**config.mk**
```make
export PLATFORM = sky130hd
export DESIGN_NAME = mdio_master
export DESIGN_NICKNAME = d
export VERILOG_FILES = /design/src/rtl/mdio_pkg.sv /design/src/rtl/mdio_mdc_gen.sv /design/src/rtl/mdio_frame_seq.sv /design/src/rtl/mdio_master.sv
export SDC_FILE = /design/constraint.sdc
export NUM_CORES = 1
export LEC_CHECK = 0
export CAP_MARGIN = 10
export CORE_MARGIN = 1
export CORE_UTILIZATION = 30
export CTS_CLUSTER_DIAMETER = 60
export DETAILED_ROUTE_END_ITERATION = 10
export MAX_ROUTING_LAYER = met4
export SETUP_SLACK_MARGIN = 0.05
export SLEW_MARGIN = 20
export SYNTH_ARGS = -nofsm -noshare
export SYNTH_HDL_FRONTEND = slang
export SYNTH_SLANG_ARGS = --single-unit
```
**constraint.sdc**
```tcl
create_clock -name clk -period 3 [get_ports clk]
set_input_delay 0.45 -clock clk [delete_from_list [all_inputs] [get_ports clk]]
set_output_delay 0.45 -clock clk [all_outputs]
set_load 0.01 [all_outputs]
```
**src/rtl/mdio_pkg.sv**
```systemverilog
`timescale 1ns/1ps
package mdio_pkg;

  typedef struct packed {
    logic       go;
    logic [1:0] spare;
    logic [1:0] div_sel;
    logic       rd;
    logic [4:0] reg_ad;
    logic [4:0] phy_ad;
  } mdio_ctl_t;

  localparam logic [1:0] SOF_BITS = 2'b01;
  localparam logic [1:0] OPC_RD   = 2'b10;
  localparam logic [1:0] OPC_WR   = 2'b01;
  localparam logic [1:0] TA_WR    = 2'b10;
  localparam logic [1:0] TA_RD    = 2'b11;

  // Everything after the preamble: 32 bits, MSB first on the wire.
  function automatic logic [31:0] frame_tail(input logic rd,
                                             input logic [4:0] phy,
                                             input logic [4:0] ra,
                                             input logic [15:0] wd);
    logic [1:0]  opc;
    logic [1:0]  ta;
    logic [15:0] dat;
    opc = rd ? OPC_RD : OPC_WR;
    ta  = rd ? TA_RD  : TA_WR;
    dat = rd ? 16'hFFFF : wd;
    return {SOF_BITS, opc, phy, ra, ta, dat};
  endfunction

endpackage

```
**src/rtl/mdio_mdc_gen.sv**
```systemverilog
`timescale 1ns/1ps
module mdio_mdc_gen #(
  parameter int DIV_LOG2_MIN = 2,
  parameter int SEL_W        = 2
) (
  input  logic             clk,
  input  logic             rst,
  input  logic             start,
  input  logic             run,
  input  logic [SEL_W-1:0] div_sel,
  output logic             mdc,
  output logic             rise,
  output logic             fall
);
  localparam int CNT_W = DIV_LOG2_MIN + (1 << SEL_W) - 1;

  logic [CNT_W-1:0] cnt;
  logic [CNT_W-1:0] half_m1;
  logic             tick;

  always_comb begin
    half_m1 = CNT_W'((32'd1 << (DIV_LOG2_MIN + 32'(div_sel))) - 32'd1);
    tick    = (cnt == half_m1);
    rise    = run && tick && !mdc;
    fall    = run && tick && mdc;
  end

  always_ff @(posedge clk) begin
    if (rst) begin
      cnt <= '0;
      mdc <= 1'b0;
    end else if (start || !run) begin
      cnt <= '0;
      mdc <= 1'b0;
    end else if (tick) begin
      cnt <= '0;
      mdc <= ~mdc;
    end else begin
      cnt <= cnt + 1'b1;
    end
  end


  mdc_hold_chk: assert property (@(posedge clk) disable iff (rst)
    (run && !start && !tick) |=> $stable(mdc));

endmodule

```
**src/rtl/mdio_frame_seq.sv**
```systemverilog
`timescale 1ns/1ps
module mdio_frame_seq #(
  parameter int PRE_LEN = 32
) (
  input  logic                   clk,
  input  logic                   rst,
  input  logic                   start,
  input  logic                   is_read,
  input  logic [PRE_LEN+31:0]    frame,
  input  logic                   rise,
  input  logic                   fall,
  input  logic                   mdio_i,
  output logic                   mdio_o,
  output logic                   mdio_oe,
  output logic                   done,
  output logic [15:0]            rdata
);
  localparam int FL    = PRE_LEN + 32;
  localparam int IDX_W = $clog2(FL);
  localparam logic [IDX_W-1:0] TA_START   = IDX_W'(PRE_LEN + 14);
  localparam logic [IDX_W-1:0] DATA_START = IDX_W'(PRE_LEN + 16);
  localparam logic [IDX_W-1:0] LAST_SLOT  = IDX_W'(FL - 1);

  logic [FL-1:0]    sh;
  logic [IDX_W-1:0] idx;
  logic [IDX_W-1:0] idx_nxt;
  logic             rd_q;

  always_comb begin
    idx_nxt = idx + 1'b1;
    done    = fall && (idx == LAST_SLOT);
  end

  always_ff @(posedge clk) begin
    if (rst) begin
      sh      <= '0;
      idx     <= '0;
      rd_q    <= 1'b0;
      mdio_o  <= 1'b1;
      mdio_oe <= 1'b0;
      rdata   <= '0;
    end else if (start) begin
      sh      <= frame;
      idx     <= '0;
      rd_q    <= is_read;
      mdio_o  <= frame[FL-1];
      mdio_oe <= 1'b1;
    end else begin
      if (rise && rd_q && idx >= DATA_START)
        rdata <= {rdata[14:0], mdio_i};
      if (fall) begin
        if (idx == LAST_SLOT) begin
          mdio_o  <= 1'b1;
          mdio_oe <= 1'b0;
        end else begin
          idx     <= idx_nxt;
          sh      <= sh << 1;
          mdio_o  <= sh[FL-2];
          mdio_oe <= !rd_q || (idx_nxt < TA_START);
        end
      end
    end
  end


  rd_release_chk: assert property (@(posedge clk) disable iff (rst)
    (rd_q && idx >= TA_START) |-> !mdio_oe);


  o_hold_chk: assert property (@(posedge clk) disable iff (rst)
    (!fall && !start) |=> $stable(mdio_o));

endmodule

```
**src/rtl/mdio_master.sv**
```systemverilog
`timescale 1ns/1ps
module mdio_master #(
  parameter int DIV_LOG2_MIN = 2,
  parameter int PRE_LEN      = 32
) (
  input  logic        clk,
  input  logic        rst,
  input  logic        reg_wr,
  input  logic        reg_sel,
  input  logic [15:0] reg_wdata,
  output logic [15:0] ctrl_rdata,
  output logic [15:0] data_rdata,
  output logic        mdc,
  output logic        mdio_o,
  output logic        mdio_oe,
  input  logic        mdio_i
);
  import mdio_pkg::*;

  localparam int FL = PRE_LEN + 32;

  mdio_ctl_t     ctl_q;
  mdio_ctl_t     ctl_w;
  logic          busy_q;
  logic [15:0]   data_q;
  logic          start_req;
  logic [FL-1:0] frame;
  logic          rise, fall, done;
  logic [15:0]   rdata;

  always_comb begin
    ctl_w     = mdio_ctl_t'(reg_wdata);
    start_req = reg_wr && !reg_sel && !busy_q && ctl_w.go;
    frame     = {{PRE_LEN{1'b1}},
                 frame_tail(ctl_w.rd, ctl_w.phy_ad, ctl_w.reg_ad, data_q)};
  end

  always_ff @(posedge clk) begin
    if (rst) begin
      ctl_q  <= '0;
      busy_q <= 1'b0;
      data_q <= '0;
    end else begin
      if (reg_wr && !busy_q) begin
        if (!reg_sel) ctl_q  <= ctl_w;
        else          data_q <= reg_wdata;
      end
      if (start_req) busy_q <= 1'b1;
      else if (done) begin
        busy_q <= 1'b0;
        if (ctl_q.rd) data_q <= rdata;
      end
    end
  end

  always_comb begin
    ctrl_rdata = {busy_q, 15'(ctl_q)};
    data_rdata = data_q;
  end

  mdio_mdc_gen #(.DIV_LOG2_MIN(DIV_LOG2_MIN), .SEL_W(2)) u_clk (
    .clk(clk), .rst(rst), .start(start_req), .run(busy_q),
    .div_sel(ctl_q.div_sel), .mdc(mdc), .rise(rise), .fall(fall));

  mdio_frame_seq #(.PRE_LEN(PRE_LEN)) u_seq (
    .clk(clk), .rst(rst), .start(start_req), .is_read(ctl_w.rd),
    .frame(frame), .rise(rise), .fall(fall), .mdio_i(mdio_i),
    .mdio_o(mdio_o), .mdio_oe(mdio_oe), .done(done), .rdata(rdata));


  busy_lock_chk: assert property (@(posedge clk) disable iff (rst)
    (busy_q && reg_wr && !reg_sel) |=> $stable(ctl_q));


  data_lock_chk: assert property (@(posedge clk) disable iff (rst)
    (busy_q && !done) |=> $stable(data_q));


  busy_start_chk: assert property (@(posedge clk) disable iff (rst)
    $rose(busy_q) |-> $past(start_req));


  done_clear_chk: assert property (@(posedge clk) disable iff (rst)
    done |=> (!busy_q && !mdio_oe && !mdc));

endmodule

```
==> impl_metrics.ini <==
[synthesis]
synth_cell_type_count = 53
netlist_area_um2 = 5480
seq_area_frac_synth = 0.461
yosysWarnings = 0
synth-edff-count = 0
syn_nets = 635
postSynthCellCount = 611
yosys_most_used_dff = dfxtp_1
async_flop_share = 0
syn_avg_cell_area_um2 = 8.96
yosys_register_bits = 126

[sta]
hold_viol = 0
period_needed_ns = 2.46
rsz0062_at_grt = no
slew_headroom = 0.480
maxSlewViolCount = 0
fmax_mhz = 407
fin_skew_ns = 0.00808
period_share = 0.819
setup_viol = 0
tightest_slew_ns = 0.778
tns_ns = 0
layout_setup_ws_ns = 0.544

[power_and_ir_drop]
p_int_uw = 3620
p_per_area_nw_per_um2 = 657
vdd_ir_drop_max_v = 0.000377
seqPwrFrac = 0.393
p_switching_uw = 935
p_sw_frac = 0.206
comb_power_share = 0.066
clkPwrFrac = 0.541
leakagePower_uw = 0.00248

[setup_path]
r2r_cells = 6
critPathRequiredTime_ns = 3.32
critical_path_buf_inv_count = 1
crit_path_cell_trace = and4_2 > o31a_1 > o21ai_4 > buf_4 > nor3_1 > a2111oi_2
crit_family = compound AO/OA/AOI/OAI gates
worstSetupPathType = reg2reg
slowest_stage = o21ai_4
cpPeakStageDelay_ns = 0.63
crit_fanout = 27
cp.depth = 6
arrival_ns = 2.77
worstSetupStartpointType = register
end_kind = register

[place]
dp.final_hpwl_um = 8510
place_ws_ns = 0.447
portBuffers = 55
place_congestion = 0.759

[drt]
routed_wl_um = 13400
via_per_inst = 5.10
vias = 4523
wire_per_inst_um = 15.2
drcViolationCount = 0
drt-pass1-iter-count = 4
initialDrtViolationCount = 373
ant_nets = 0

[grt]
grt_pass1_wl_um = 22100
met1_usage = 0.203
grt_max_degree = 62
grt_remaining_overflow = 0
grt_util_all_layers = 0.155
met3_usage = 0.0437
grt_use_met2 = 0.226
grt_pass1_vias = 4339
antenna_found_initial = 0
grt_busiest_layer = met2

[floorplan]
row_count = 49
start_util = 0.306
die_x_um = 137
die_h_um = 137
num_io_pins = 56
die-area_um2 = 18800
core_um2 = 17900

[clock_network]
post_cts_buffers = 0
cts_made_buffers = 17
cts_root_buf = clkbuf_16
cts_hold_buf = 0
cts_tree = done
insertion_delay_ns = 0.42
cts.sinks = 126
ctsLongestPathBuffers = 2
clk_pin_slew_ns = 0.06
htreeDepth = 4
cts_resized = 0

[layout]
diodes = 0
area_growth_syn_to_layout_pct = 26.5
final_nets = 668
drive_gt1_frac = 0.135

[run_status]
status = finished clean

[min_path]
hold_path_class = reg2reg
hold_depth = 2

[job]
maxCapViolCount = 0
## registers in the layout, indices dropped and copies added (netlist names)
register       cells
u_seq.sh          63
u_seq.rdata       16
u_seq.mdio_o       1
u_seq.rd_q         1
u_seq.idx          6
u_clk.cnt          5
u_seq.mdio_oe      1
u_clk.mdc          1
busy_q             1
ctrl_rdata        15
data_rdata        16
## layout make-up
type | count | area, µm²
Inverter | 3 | 11.3
Fill cell | 1818 | 11000
Clock buffer | 21 | 480
Multi-Input combinational cell | 423 | 2680
Timing Repair Buffer | 73 | 721
Clock inverter | 11 | 233
Sequential cell | 126 | 2520
Tap cell | 229 | 287
## layer usage
metal,wire length [µm],vias up
met1,6680,2152
met4,191,0
met3,560,18
met2,6000,91
li1,-,2262
met5,0,-
## cells by family (layout without fill, tap and decap cells)
logic type      after synthesis  in the layout  synth area share
simple gates                257            257             0.211
mux                          32             32            0.0585
fa+ha+maj                     3              3           0.00685
compound gates              125            125             0.196
buf+inv                      62            108            0.0571
flops                       126            126             0.461
xor+xnor                      6              6           0.00960
## stage by stage
stage                     hold slack, ns  std cells   util  total power (µW)  cell area (µm²)
after floorplan                    0.433        611      -              1990             5480
after global placement             0.443        854  0.347              2120             6220
after detailed placement           0.451        854  0.347              2120             6220
after CTS                          0.463        886  0.387              4590             6930
after global routing               0.488        886  0.387              4710             6930
final                              0.464        886  0.387              4550             6930
## power by group through the flow
stage | Combinational [µW] | Sequential (µW) | Clock, µW
detailed placement | 301 | 1820 | 0
finish | 300 | 1790 | 2460
CTS | 303 | 1790 | 2500
global placement | 299 | 1820 | 0
global route | 329 | 1800 | 2580
floorplan | 176 | 1820 | 0
## cell usage after synthesis (3+ instances only)
library cell | number | area [µm²]
xor2_1 | 4 | 35.0
mux2i_1 | 32 | 320
o31ai_1 | 3 | 22.5
o21ai_0 | 8 | 40.0
ha_1 | 3 | 37.5
nand3_1 | 8 | 40.0
a2111oi_2 | 24 | 360
buf_2 | 5 | 25.0
and3_1 | 3 | 18.8
a311o_1 | 3 | 30.0
inv_1 | 3 | 11.3
a211oi_1 | 49 | 368
nand2b_1 | 3 | 18.8
dfxtp_1 | 126 | 2520
nand2_1 | 33 | 124
clkbuf_1 | 48 | 180
nor3_1 | 62 | 310
nor2_1 | 127 | 477
a21oi_1 | 27 | 135
## worst paths after layout
| check | from | to | slack (ns) |
|---|---|---|---|
| worst min register to register | ctrl_rdata[2] | ctrl_rdata[2] | 0.46 |
| worst max-delay path | u_clk.cnt[3] | u_seq.sh[27] | 0.54 |
| worst min-delay path | ctrl_rdata[2] | ctrl_rdata[2] | 0.46 |
| worst max register to register | u_clk.cnt[3] | u_seq.sh[27] | 0.54 |
## layout by cell type (no fill, tap or decap), types with 2 or more instances in the layout
cell / count
nor2_1: 127
a2111oi_2: 24
nor4b_1: 2
buf_12: 3
xor2_1: 4
inv_1: 3
nand2_1: 33
buf_4: 16
a211oi_1: 49
dfxtp_1: 126
nand2b_1: 3
nand3b_1: 2
nand4_1: 2
o21ai_0: 8
nor3_1: 62
clkdlybuf4s50_1: 54
a311o_1: 3
o31ai_1: 3
ha_1: 3
xnor2_1: 2
clkinv_2: 3
bufinv_16: 7
nand3_1: 8
clkbuf_16: 17
and3_1: 2
a21oi_1: 27
mux2i_1: 32
clkbuf_8: 4
## worst register-to-register path, cell delays in order, from the launching register on
cell	delay, ns
dfxtp_1	0.37
and4_2	0.26
o31a_1	0.34
o21ai_4	0.63
buf_4	0.35
nor3_1	0.09
a2111oi_2	0.30
(Power assumes the default switching activity.)
